--- config.mk ---
export PLATFORM = sky130hd
export DESIGN_NAME = sram_lane_ctrl
export DESIGN_NICKNAME = d
export VERILOG_FILES = /design/src/rtl/sram_lane_pkg.sv /design/src/rtl/sram_lane_timer.sv /design/src/rtl/sram_lane_lanes.sv /design/src/rtl/sram_lane_ctrl.sv
export SDC_FILE = /design/constraint.sdc
export NUM_CORES = 1
export LEC_CHECK = 0
export BUFFER_PORTS_ARGS = -buffer_cell sky130_fd_sc_hd__buf_2
export CAP_MARGIN = 20
export CORE_UTILIZATION = 40
export DETAILED_ROUTE_END_ITERATION = 6
export PLACE_DENSITY_LB_ADDON = 0.15
export SETUP_SLACK_MARGIN = 0.2
export SKIP_CTS_REPAIR_TIMING = 1
export SLEW_MARGIN = 20
export SYNTH_ARGS = -nofsm -noshare
export SYNTH_HDL_FRONTEND = slang
export SYNTH_SLANG_ARGS = --single-unit
--- constraint.sdc ---
create_clock -name clk -period 1.57 [get_ports clk]
set_input_delay 0.2355 -clock clk [delete_from_list [all_inputs] [get_ports clk]]
set_output_delay 0.2355 -clock clk [all_outputs]
set_load 0.005 [all_outputs]
--- src/rtl/sram_lane_pkg.sv ---
package sram_lane_pkg;

   typedef enum logic [1:0] {
      ST_IDLE    = 2'd0,
      ST_READ    = 2'd1,
      ST_WSTROBE = 2'd2,
      ST_WREL    = 2'd3
   } ctl_state_t;

   // Whole clock cycles needed to cover t_ns at a period of clk_ns.
   function automatic int cyc_of(input int t_ns, input int clk_ns);
      return (t_ns + clk_ns - 1) / clk_ns;
   endfunction

   function automatic int max2(input int a, input int b);
      return (a > b) ? a : b;
   endfunction

endpackage

--- src/rtl/sram_lane_timer.sv ---
module sram_lane_timer #(
   parameter int CNT_W = 4
) (
   input  logic             clk,
   input  logic             rst,
   input  logic             clear,
   output logic [CNT_W-1:0] count
);
   localparam logic [CNT_W-1:0] TOP = '1;

   always_ff @(posedge clk) begin
      if (rst || clear)
         count <= '0;
      else if (count != TOP)
         count <= count + 1'b1;
   end
endmodule

--- src/rtl/sram_lane_lanes.sv ---
module sram_lane_lanes #(
   parameter int LANES = 2
) (
   input  logic               clk,
   input  logic               rst,
   input  logic               drv_set,
   input  logic               drv_clr,
   input  logic               cap_en,
   input  logic [LANES-1:0]   mask,
   input  logic [LANES*8-1:0] wdata,
   input  logic [LANES*8-1:0] dq_i,
   output logic [LANES*8-1:0] dq_o,
   output logic [LANES-1:0]   dq_oe,
   output logic [LANES*8-1:0] rdata
);
   for (genvar i = 0; i < LANES; i++) begin : g_lane
      logic       oe_r;
      logic [7:0] rd_r;

      always_ff @(posedge clk) begin
         if (rst)
            oe_r <= 1'b0;
         else if (drv_clr)
            oe_r <= 1'b0;
         else if (drv_set)
            oe_r <= mask[i];
      end

      always_ff @(posedge clk) begin
         if (rst)
            rd_r <= 8'h00;
         else if (cap_en)
            rd_r <= mask[i] ? dq_i[i*8 +: 8] : 8'h00;
      end

      assign dq_oe[i]         = oe_r;
      assign rdata[i*8 +: 8]  = rd_r;
      assign dq_o[i*8 +: 8]   = wdata[i*8 +: 8];
   end
endmodule

--- src/rtl/sram_lane_ctrl.sv ---
module sram_lane_ctrl
   import sram_lane_pkg::*;
#(
   parameter int ADDR_W    = 15,
   parameter int DATA_W    = 16,
   parameter int CLK_NS    = 10,
   parameter int T_RC_NS   = 10,
   parameter int T_AA_NS   = 10,
   parameter int T_DOE_NS  = 5,
   parameter int T_WC_NS   = 10,
   parameter int T_PWE_NS  = 7,
   parameter int T_AW_NS   = 7,
   parameter int T_SD_NS   = 5,
   parameter int T_WZ_NS   = 5,
   localparam int LANES    = DATA_W / 8
) (
   input  logic              clk,
   input  logic              rst,
   input  logic              host_req,
   input  logic              host_wr,
   input  logic [ADDR_W-1:0] host_addr,
   input  logic [DATA_W-1:0] host_wdata,
   input  logic [LANES-1:0]  host_mask,
   output logic              host_ready,
   output logic              host_ack,
   output logic [DATA_W-1:0] host_rdata,
   output logic [ADDR_W-1:0] mem_addr,
   output logic              mem_ce_n,
   output logic              mem_oe_n,
   output logic              mem_we_n,
   output logic [LANES-1:0]  mem_be_n,
   output logic [DATA_W-1:0] mem_dq_o,
   output logic [LANES-1:0]  mem_dq_oe,
   input  logic [DATA_W-1:0] mem_dq_i
);
   // Limits converted to clock cycles.
   localparam int RC_CYC  = cyc_of(T_RC_NS,  CLK_NS);
   localparam int AA_CYC  = cyc_of(T_AA_NS,  CLK_NS);
   localparam int DOE_CYC = cyc_of(T_DOE_NS, CLK_NS);
   localparam int WC_CYC  = cyc_of(T_WC_NS,  CLK_NS);
   localparam int PWE_CYC = cyc_of(T_PWE_NS, CLK_NS);
   localparam int AW_CYC  = cyc_of(T_AW_NS,  CLK_NS);
   localparam int SD_CYC  = cyc_of(T_SD_NS,  CLK_NS);
   localparam int DRV_CYC = max2(1, cyc_of(T_WZ_NS, CLK_NS));
   localparam int RD_CYC  = max2(max2(RC_CYC, AA_CYC), DOE_CYC);
   localparam int WR_CYC  = max2(max2(PWE_CYC, AW_CYC),
                                 max2(WC_CYC, DRV_CYC + SD_CYC));
   localparam int CNT_W   = $clog2(max2(RD_CYC, WR_CYC) + 1) + 1;

   localparam logic [CNT_W-1:0] RD_LAST  = CNT_W'(RD_CYC - 1);
   localparam logic [CNT_W-1:0] WR_LAST  = CNT_W'(WR_CYC - 1);
   localparam logic [CNT_W-1:0] DRV_LAST = CNT_W'(DRV_CYC - 1);

   if (CLK_NS < 1) begin : g_bad_clk
      $error("sram_lane_ctrl: CLK_NS must be positive");
   end
   if (DATA_W % 8 != 0 || LANES < 1) begin : g_bad_width
      $error("sram_lane_ctrl: DATA_W must be a nonzero multiple of 8");
   end
   if (RC_CYC < 1 || AA_CYC < 1 || WC_CYC < 1 || PWE_CYC < 1 ||
       AW_CYC < 1 || SD_CYC < 1) begin : g_bad_timing
      $error("sram_lane_ctrl: a nonzero timing limit rounds to zero cycles");
   end

   ctl_state_t           state;
   logic [CNT_W-1:0]     cnt;
   logic [DATA_W-1:0]    wdata_q;
   logic [LANES-1:0]     mask_q;
   logic                 drv_set, drv_clr, cap_en;

   sram_lane_timer #(.CNT_W(CNT_W)) u_timer (
      .clk   (clk),
      .rst   (rst),
      .clear (state == ST_IDLE),
      .count (cnt)
   );

   assign drv_set = (state == ST_WSTROBE) && (cnt == DRV_LAST);
   assign drv_clr = (state == ST_WREL);
   assign cap_en  = (state == ST_READ) && (cnt == RD_LAST);

   sram_lane_lanes #(.LANES(LANES)) u_lanes (
      .clk     (clk),
      .rst     (rst),
      .drv_set (drv_set),
      .drv_clr (drv_clr),
      .cap_en  (cap_en),
      .mask    (mask_q),
      .wdata   (wdata_q),
      .dq_i    (mem_dq_i),
      .dq_o    (mem_dq_o),
      .dq_oe   (mem_dq_oe),
      .rdata   (host_rdata)
   );

   assign host_ready = (state == ST_IDLE);

   always_ff @(posedge clk) begin
      if (rst) begin
         state    <= ST_IDLE;
         mem_ce_n <= 1'b1;
         mem_oe_n <= 1'b1;
         mem_we_n <= 1'b1;
         mem_be_n <= '1;
         mem_addr <= '0;
         wdata_q  <= '0;
         mask_q   <= '0;
         host_ack <= 1'b0;
      end else begin
         host_ack <= 1'b0;
         unique case (state)
            ST_IDLE: begin
               if (host_req) begin
                  mem_addr <= host_addr;
                  wdata_q  <= host_wdata;
                  mask_q   <= host_mask;
                  if (host_mask == '0) begin
                     host_ack <= 1'b1;
                  end else begin
                     mem_ce_n <= 1'b0;
                     mem_be_n <= ~host_mask;
                     if (host_wr) begin
                        mem_we_n <= 1'b0;
                        state    <= ST_WSTROBE;
                     end else begin
                        mem_oe_n <= 1'b0;
                        state    <= ST_READ;
                     end
                  end
               end
            end
            ST_READ: begin
               if (cnt == RD_LAST) begin
                  mem_ce_n <= 1'b1;
                  mem_oe_n <= 1'b1;
                  mem_be_n <= '1;
                  host_ack <= 1'b1;
                  state    <= ST_IDLE;
               end
            end
            ST_WSTROBE: begin
               if (cnt == WR_LAST) begin
                  mem_we_n <= 1'b1;
                  mem_ce_n <= 1'b1;
                  mem_be_n <= '1;
                  state    <= ST_WREL;
               end
            end
            ST_WREL: begin
               host_ack <= 1'b1;
               state    <= ST_IDLE;
            end
            default: state <= ST_IDLE;
         endcase
      end
   end
endmodule

==> impl_metrics.yaml <==
placement:
  gp_congestion: 0.828
  dp.final_hpwl_um: 4070
  placed_cells: 468
  numPortBuffers: 108
die:
  initial_core_util_pct: 41.5
  io_pins: 109
  fp.coreArea_um2: 5960
  die_area_um2: 6500
  die_h_um: 80.6
  die_w_um: 80.6
  placementRows: 28
finish:
  final_cells: 496
  layout.nets: 479
  diodes: 0
  fill_cells: 516
  area_growth_pct: 52.7
  drive_gt1_share_pct: 46.8
sta:
  tightest_slew_ns: 0.653
  final_max_slew_viol_count: 0
  finalSetupTns_ns: 0
  max_freq_ghz: 0.659
  fin_crit_ns: 1.52
  hold_violations: 0
  setup_viol_count_final: 0
  rsz0062_at_grt: "yes"
  maxSlewHeadroom_pct: 56.4
  whs_ns: 0.126
  finalClockSkew_ns: 0.0139
  period_share_pct: 96.7
grt:
  grt_start_max_net_pins: 34
  gr-total-overflow: 0
  grt_pass1_wl_um: 9270
  antenna_found_initial: 0
  grt_pass1_vias: 1980
  track_usage_pct: 19.2
routing:
  drtAntennaViolNets: 0
  drt-total-wl_um: 7090
  drc: 0
  num_vias: 2433
  drt_first_pass_iters: 4
  dr.first_iter.drc_count: 79
  wire_per_inst_um: 14.3
  via_per_inst: 4.91
synth:
  synth.distinct_cells: 30
  netlist_instances: 299
  syn_avg_cell_area_um2: 8.26
  synth.cell_area_um2: 2470
  synth_nets: 362
  synth_seq_area_share_pct: 50.2
  ys_ff_latch: 62
  yosysWarnings: 0
run:
  maxCapViolCount: 0
critical_path:
  cp_max_fo: 4
  cp.required_ns: 1.80
  critPathKind: "register to register"
  rr_startpoint: "state[0]$_SDFFE_PP0P_"
  crit_path_end_kind: "register"
  startpoint_type: "register"
  worstPathArrival_ns: 1.75
  crit_start: "state[0]$_SDFFE_PP0P_"
cts:
  htree_levels: 3
  cts.sinks: 62
  numCtsBuffers: 9
  clock_latency_ns: 0.34
  cts_tree: "yes"
  clockBufferDepth: 2
  clkTransAtPathRegs_ns: 0.08
  cts-root-buf: "clkbuf_8"
run_status:
  outcome: "complete, no violations"
min_path:
  hp-start: "host_addr[7]"
  hold_class: "input pin to register"
power_and_ir_drop:
  power.density_nw_per_um2: 1600
  power.leakage_nw: 1.67
  finalPower_mw: 6.02
  irDropWorstVdd_mv: 0.853
area by class of cell:
class / instances / area [um2] / area share, %
clock buffers: 10 / 128 / 3.38
repair buffers: 128 / 806 / 21.4
well taps: 75 / 93.8 / 2.49
clock inverters: 6 / 86.3 / 2.29
flip-flops and latches: 62 / 1250 / 33.2
inverters: 7 / 38.8 / 1.03
multi-input cells: 208 / 1370 / 36.2
stage by stage:
stage / utilization [%] / instance area, um2 / setup WS (ns)
CTS: 56.0 / 3330 / 0.000436
finish: 63.3 / 3770 / 0.0522
detailed placement: 52.4 / 3120 / 0.0548
global route: 63.3 / 3770 / -0.0145
global placement: 52.4 / 3120 / 0.105
floorplan: - / 2500 / 0.102
cell usage in the layout, fill, tap and decap left out, drive strengths merged, types with 6 or more instances in the layout:
| cell | count |
|---|---|
| buf | 124 |
| nand2 | 87 |
| dfxtp | 62 |
| a21oi | 50 |
| nand3 | 16 |
| clkbuf | 14 |
| ha | 10 |
| nor2 | 9 |
| mux2i | 8 |
| nor3 | 6 |
| inv | 6 |
per-layer routing:
layer,share of wire [%],vias to the layer above,track usage [%]
met5,0,-,0
met4,1.7,0,10.9
met3,5.9,13,5.34
met2,47,77,29.3
met1,46,1109,24.1
li1,-,1234,-
flip-flops by register name, indices dropped and copies added, names as in the netlist:
register / count
host_ack: 1
mask_q: 2
mem_addr: 15
mem_be_n: 2
mem_ce_n: 1
mem_oe_n: 1
mem_we_n: 1
state: 2
u_lanes.g_lane.oe_r: 2
u_lanes.g_lane.rd_r: 16
u_timer.count: 3
wdata_q: 16
logic make-up (layout without fill, tap and decap cells):
| kind of cell | Yosys count | after routing | share of synthesized area (%) |
|---|---|---|---|
| AOI/OAI and AO/OA | 61 | 61 | 13.8 |
| xor gates and xnor gates | 1 | 1 | 0.354 |
| DFF | 62 | 62 | 50.2 |
| buffers and inverters | 29 | 151 | 5.32 |
| adders and majority gates | 10 | 10 | 5.06 |
| muxes | 8 | 8 | 3.24 |
| and+or+nand+nor | 128 | 128 | 22.0 |
power by group:
| group | internal, mW | switching, mW | leakage, nW |
|---|---|---|---|
| registers | 1.85 | 0.200 | 0.509 |
| logic | 1.21 | 1.26 | 1.05 |
| clock network | 0.891 | 0.620 | 0.106 |
synthesized netlist by cell type:
library cell / instances / area (um2)
nand2_1: 87 / 327
inv_1: 5 / 18.8
xor2_1: 1 / 8.76
dfxtp_1: 62 / 1240
nor3_1: 5 / 25.0
a21boi_1: 1 / 7.51
or4_1: 2 / 15.0
o21ai_0: 2 / 10.0
nor2b_2: 1 / 8.76
a2bb2oi_1: 1 / 8.76
nor2_1: 9 / 33.8
buf_1: 3 / 11.3
clkbuf_1: 9 / 33.8
o22ai_2: 1 / 12.5
o2bb2ai_2: 1 / 15.0
mux2i_1: 8 / 80.1
a21oi_1: 50 / 250
and2_1: 4 / 25.0
o22ai_1: 1 / 6.26
o21a_1: 1 / 7.51
nand3_1: 16 / 80.1
o31ai_1: 3 / 22.5
buf_2: 6 / 30.0
nor2b_1: 2 / 12.5
buf_4: 4 / 30.0
ha_1: 10 / 125
nand3b_1: 1 / 7.51
inv_2: 1 / 3.75
clkinv_1: 1 / 3.75
nor3_2: 1 / 10.0
worst paths after layout:
path         depth (start not counted)                  endpoint  slack, ns
max                                  6     state[1]$_SDFFE_PP0P_       0.05
max reg2reg                          6     state[1]$_SDFFE_PP0P_       0.05
min                                  3  mem_addr[7]$_SDFFE_PP0P_       0.13
min reg2reg                          2  wdata_q[10]$_SDFFE_PP0P_       0.45
worst max-delay path, stage by stage (launching register included):
cell and delay, ns:
dfxtp_4 0.37, inv_6 0.08, ha_4 0.14, inv_2 0.05
o21a_1 0.18, or4_4 0.52, o31ai_1 0.08
(Power assumes the default switching activity.)
